<file path="config.mk">
export PLATFORM = sky130hd
export DESIGN_NAME = gpio_det_bank
export DESIGN_NICKNAME = d
export VERILOG_FILES = /design/src/rtl/gpio_det_pkg.sv /design/src/rtl/gpio_det_cell.sv /design/src/rtl/gpio_det_port.sv /design/src/rtl/gpio_det_bank.sv
export SDC_FILE = /design/constraint.sdc
export NUM_CORES = 1
export LEC_CHECK = 0
export ABC_AREA = 1
export BUFFER_PORTS_ARGS = -buffer_cell sky130_fd_sc_hd__buf_2
export CAP_MARGIN = 20
export CELL_PAD_IN_SITES_DETAIL_PLACEMENT = 1
export CELL_PAD_IN_SITES_GLOBAL_PLACEMENT = 2
export CORE_ASPECT_RATIO = 1.1
export CORE_UTILIZATION = 32
export CTS_CLUSTER_DIAMETER = 40
export CTS_CLUSTER_SIZE = 16
export DETAILED_ROUTE_END_ITERATION = 7
export PLACE_DENSITY = 0.84
export SETUP_SLACK_MARGIN = 0.5
export SLEW_MARGIN = 10
export SYNTH_ARGS = -nofsm -noshare
export SYNTH_HDL_FRONTEND = slang
export SYNTH_SLANG_ARGS = --single-unit
</file>
<file path="constraint.sdc">
create_clock -name clk -period 4.2 [get_ports clk]
set_clock_uncertainty 0.2 [all_clocks]
set_input_delay 1.26 -clock clk [delete_from_list [all_inputs] [get_ports clk]]
set_output_delay 1.26 -clock clk [all_outputs]
set_load 0.02 [all_outputs]
</file>
<file path="src/rtl/gpio_det_pkg.sv">
package gpio_det_pkg;

    // Trigger setting of one pin, gathered from the three fields of its port slice.
    typedef struct packed {
        logic dual;      // both edges when edge sensing is on
        logic edge_sel;  // 1: edge sensed, 0: level sensed
        logic pol;       // 1: rising / high, 0: falling / low
    } trig_cfg_t;

    typedef enum logic [1:0] {
        TRIG_LEVEL     = 2'd0,
        TRIG_EDGE_ONE  = 2'd1,
        TRIG_EDGE_BOTH = 2'd2
    } trig_kind_e;

    function automatic trig_kind_e kind_of(trig_cfg_t c);
        if (!c.edge_sel)
            return TRIG_LEVEL;
        else if (c.dual)
            return TRIG_EDGE_BOTH;
        else
            return TRIG_EDGE_ONE;
    endfunction

    // Detection for one pin. cfg_moved blocks any edge report in the cycle
    // the trigger setting changes.
    function automatic logic trig_hit(trig_cfg_t c, logic cur, logic prv, logic cfg_moved);
        logic rise;
        logic fall;
        logic hit;
        rise = cur & ~prv;
        fall = ~cur & prv;
        case (kind_of(c))
            TRIG_LEVEL:     hit = c.pol ? cur : ~cur;
            TRIG_EDGE_ONE:  hit = ~cfg_moved & (c.pol ? rise : fall);
            TRIG_EDGE_BOTH: hit = ~cfg_moved & (rise | fall);
            default:        hit = 1'b0;
        endcase
        return hit;
    endfunction

endpackage

</file>
<file path="src/rtl/gpio_det_cell.sv">
module gpio_det_cell
    import gpio_det_pkg::*;
(
    input  logic      clk,
    input  logic      rst,
    input  logic      pin_i,
    input  trig_cfg_t cfg_i,
    input  logic      clr_i,
    output logic      stat_o
);

    logic      prv_q;
    trig_cfg_t cfg_q;
    logic      hit;

    always_comb begin
        hit = trig_hit(cfg_i, pin_i, prv_q, cfg_i != cfg_q);
    end

    always_ff @(posedge clk) begin
        prv_q <= pin_i;
        cfg_q <= cfg_i;
        if (rst)
            stat_o <= 1'b0;
        else
            stat_o <= (stat_o & ~clr_i) | hit;  // a fresh hit beats the clear
    end

endmodule

</file>
<file path="src/rtl/gpio_det_port.sv">
module gpio_det_port
    import gpio_det_pkg::*;
#(
    parameter int PINS = 8
) (
    input  logic              clk,
    input  logic              rst,
    input  logic [PINS-1:0]   pins_i,
    input  logic [3*PINS-1:0] lvl_i,
    input  logic [PINS-1:0]   en_i,
    input  logic [PINS-1:0]   clr_i,
    output logic [PINS-1:0]   stat_o,
    output logic              req_o
);

    localparam int EDGE_OFS = PINS;
    localparam int DUAL_OFS = 2 * PINS;

    for (genvar n = 0; n < PINS; n++) begin : g_pin
        trig_cfg_t cfg;
        assign cfg.pol      = lvl_i[n];
        assign cfg.edge_sel = lvl_i[EDGE_OFS + n];
        assign cfg.dual     = lvl_i[DUAL_OFS + n];

        gpio_det_cell u_cell (
            .clk    (clk),
            .rst    (rst),
            .pin_i  (pins_i[n]),
            .cfg_i  (cfg),
            .clr_i  (clr_i[n]),
            .stat_o (stat_o[n])
        );
    end

    assign req_o = |(stat_o & en_i);

endmodule

</file>
<file path="src/rtl/gpio_det_bank.sv">
module gpio_det_bank #(
    parameter int NPORTS = 4,
    parameter int PINS   = 8
) (
    input  logic                       clk,
    input  logic                       rst,
    input  logic [NPORTS*PINS-1:0]     pins_i,
    input  logic [NPORTS*3*PINS-1:0]   trig_cfg_i,
    input  logic [NPORTS*PINS-1:0]     en_i,
    input  logic [NPORTS*PINS-1:0]     clr_i,
    output logic [NPORTS*PINS-1:0]     stat_o,
    output logic                       irq_o
);

    localparam int CFG_W = 3 * PINS;

    logic [NPORTS-1:0] port_req;

    for (genvar p = 0; p < NPORTS; p++) begin : g_port
        gpio_det_port #(.PINS(PINS)) u_port (
            .clk    (clk),
            .rst    (rst),
            .pins_i (pins_i[p*PINS +: PINS]),
            .lvl_i  (trig_cfg_i[p*CFG_W +: CFG_W]),
            .en_i   (en_i[p*PINS +: PINS]),
            .clr_i  (clr_i[p*PINS +: PINS]),
            .stat_o (stat_o[p*PINS +: PINS]),
            .req_o  (port_req[p])
        );
    end

    assign irq_o = |port_req;

endmodule

</file>
==> run_results.csv <==
group,metric,value,unit
status,outcome,"complete, no violations",
cts,clockBufferDepth,2,
sta,period_share,87.3,%
sta,final_hold_vios,0,
min_path,hold_path_class,"register to register",
pwr,post-layout-total-power,3.94,mW
logic_synthesis,synth_nets,1893,
global_route,grt_antenna_before_repair,7,
logic_synthesis,synthTopCellsByArea,"sky130_fd_sc_hd__dfxtp_1 (31%), sky130_fd_sc_hd__nand2_1 (18%), sky130_fd_sc_hd__inv_1 (16%)",
logic_synthesis,synth-main-ff-cell,"sky130_fd_sc_hd__dfxtp_1",
finish,layout.nets,2104,
logic_synthesis,synthesis.yosys.warnings,0,
sta,timing_max_transition_violations_final,0,
cts,cts_htree_levels,4,
worst_setup_path,worst-setup-path-type,"input pin to primary output",
sta,setup_repair_after_global_routing_missed_its_margin,"true",
worst_setup_path,worst_setup_path_startpoint,"en_i[5]",
global_route,maximum_number_of_pins_on_one_net_before_global_route_repair,23,
sta,post-route-min-period,3670,ps
logic_synthesis,synth_top_cells_by_count,"sky130_fd_sc_hd__nand2_1 (499), sky130_fd_sc_hd__inv_1 (445), sky130_fd_sc_hd__dfxtp_1 (160)",
floorplan,fp.dieArea,0.0328,mm^2
worst_setup_path,critPathMaxFanout,1,
flow_run,number_of_max_cap_violations,0,
pwr,power_dens_cells,321,mW/mm^2
pwr,total_leakage_power,7.55,nW
routing,drt_iter0_markers,214,
min_path,timing.hold.worst.start,"g_port[0].u_port.g_pin[6].u_cell.stat_o",
floorplan,die_width,173,um
sta,achievable_frequency,273,MHz
worst_setup_path,start_kind,"input pin",
routing,detail_route.drc_violations,0,
logic_synthesis,number_of_distinct_library_cells_after_synthesis,14,
cts,ctsRootBufferMaster,"sky130_fd_sc_hd__clkbuf_16",
floorplan,floorplan.initialDensity,32.6,%
sta,hold_ws,297,ps
routing,drtAntennaViolNets,0,
cts,tritoncts.num_buffers,17,
cts,cts_tree,"done",
logic_synthesis,synth_largest_type_area_fraction,31.2,%
floorplan,die_h,190,um
floorplan,core_area,0.0315,mm^2
pwr,vdd.ir_drop.worst,0.211,mV
global_route,grt_first_pass_wirelength,43.2,mm
routing,route.final.wire_length,25.5,mm
routing,drt_pass1_iterations,4,
min_path,holdPathStages,2,
finish,syn_to_final_growth,20.0,%
logic_synthesis,post_synth_instance_area,0.0103,mm^2
placed_design,dp.final_hpwl,21.2,mm
global_route,gr-usage-all-layers,16.4,%
worst_setup_path,worst_r2r_path_depth,8,
worst_setup_path,cp-end-kind,"primary output",
cts,clk-insertion-delay-late,430,ps
logic_synthesis,number_of_enable_type_register_cells_in_the_synthesized_netlist,0,
logic_synthesis,synthesis.area_per_instance,6.53,um^2
worst_setup_path,reg2reg_to,"g_port[1].u_port.g_pin[0].u_cell.stat_o",
logic_synthesis,seq_area_frac_synth,31.2,%
logic_synthesis,ys_async_sr_fraction,0,%
logic_synthesis,ys_seq_elements,160,
min_path,min_delay_worst_endpoint,"g_port[0].u_port.g_pin[6].u_cell.stat_o",
worst_setup_path,timing.rr.start,"g_port[1].u_port.g_pin[0].u_cell.prv_q",
logic_synthesis,synthCells,1571,
routing,routed_wire_length_per_instance,11.5,um
floorplan,std_cell_rows,68,
logic_synthesis,synth_largest_area_cell,"sky130_fd_sc_hd__dfxtp_1",
sta,finalSetupViolCount,0,
sta,timing.max_slew.rel_slack,47.0,%
sta,worst-slew-pin-transition,795,ps
finish,drive_above_1_share,18.3,%
worst_setup_path,timing.critical_path.required,2740,ps
global_route,grt_remaining_overflow,0,
sta,finalSetupTns,0,ps
floorplan,ios,227,
worst_setup_path,arrival_worst_endpoint,2210,ps
logic_synthesis,synthMostInstantiatedCell,"sky130_fd_sc_hd__nand2_1",
global_route,via_count_of_the_first_global_routing_pass,9521,
placed_design,gpl.final_weighted_congestion,0.768,
cts,cts.clk_slew.worst_paths,70,ps
routing,viasPerCell,4.19,
cts,cts.sink_count,160,
worst_setup_path,reg2reg_setup_slack,2730,ps
placed_design,port-buffer-count,226,
routing,vias,9279,
cts,post_cts_buffers,0,
report_power, final:
| group | internal (mW) | leakage, nW | switching [mW] |
|---|---|---|---|
| clock | 0.873 | 0.256 | 0.669 |
| sequential | 1.61 | 1.35 | 0.0612 |
| combinational | 0.290 | 5.95 | 0.435 |
| total | 2.78 | 7.55 | 1.17 |
layout by cell type, fill, tap and decap left out, drive strengths merged:
cell      instances
ha              128
diode             1
clkinvlp          4
a21oi            32
dfxtp           160
bufinv            2
inv             448
nor2             68
buf             227
nand3           147
nand2           531
xnor2            13
clkinv            3
nand4             9
clkbuf           22
flip-flops by register name, indices dropped and copies added, names as in the netlist:
signal,flops
g_port.u_port.g_pin.u_cell.prv_q,32
g_port.u_port.g_pin.u_cell.cfg_q,96
g_port.u_port.g_pin.u_cell.stat_o,32
final cells by class:
class | instances | area (um^2)
inverter | 448 | 1680
timing repair buffer | 227 | 1170
antenna | 1 | 2.50
tap | 420 | 526
sequential | 160 | 3200
clock inverter | 9 | 113
clock buffer | 22 | 444
multi-input combinational | 928 | 5160
fill | 4214 | 19200
through the flow:
step                      instance area, um^2  setup WS, ps  std cells  utilization, %
after floorplan                         10300          1020       1571               -
after global placement                  11700           318       2183            37.0
after detailed placement                11700           317       2183            37.0
after CTS                               12300           482       2214            39.1
after global routing                    12300           451       2215            39.1
final                                   12300           535       2215            39.1
routing by layer:
metal / up-vias / part of all wire [%] / GRT usage [%]
li1: 4949 / - / -
met3: 26 / 5.6 / 4.30
met5: - / 0.21 / 0
met4: 10 / 1.2 / 4.42
met1: 4133 / 44 / 19.0
met2: 161 / 49 / 29.7
cell families after synthesis:
kind of cell,Yosys count,share of synthesized area (%)
flip-flops,160,31.2
AO/OA/AOI/OAI,32,2.70
XOR/XNOR,13,1.11
adder cells (fa/ha/maj),128,15.6
AND/OR/NAND/NOR,755,30.4
buffers and inverters,483,18.9
worst max-delay path by stage:
stage,to,slack [ps],cells past startpoint
2_1_floorplan,irq_o,1020,4
3_3_place_gp,irq_o,320,6
6_report,irq_o,530,6
5_1_grt,irq_o,450,6
4_1_cts,irq_o,480,6
3_5_place_dp,irq_o,320,6
repair_timing:
| item | in CTS | in global routing |
|---|---|---|
| gates resized for setup | 19 | 0 |
| gates cloned | 0 | 0 |
| setup endpoints to repair | 1 | 1 |
| hold buffers | 0 | 0 |
| pin swaps | 9 | 2 |
critical path: stages:
cell and delay (ps):
sky130_fd_sc_hd__buf_2 90, sky130_fd_sc_hd__nand2_1 60, sky130_fd_sc_hd__nand4_1 200, sky130_fd_sc_hd__nor2_2 170, sky130_fd_sc_hd__nand4_1 200, sky130_fd_sc_hd__buf_4 220
Power figures use the tool's default switching activity.
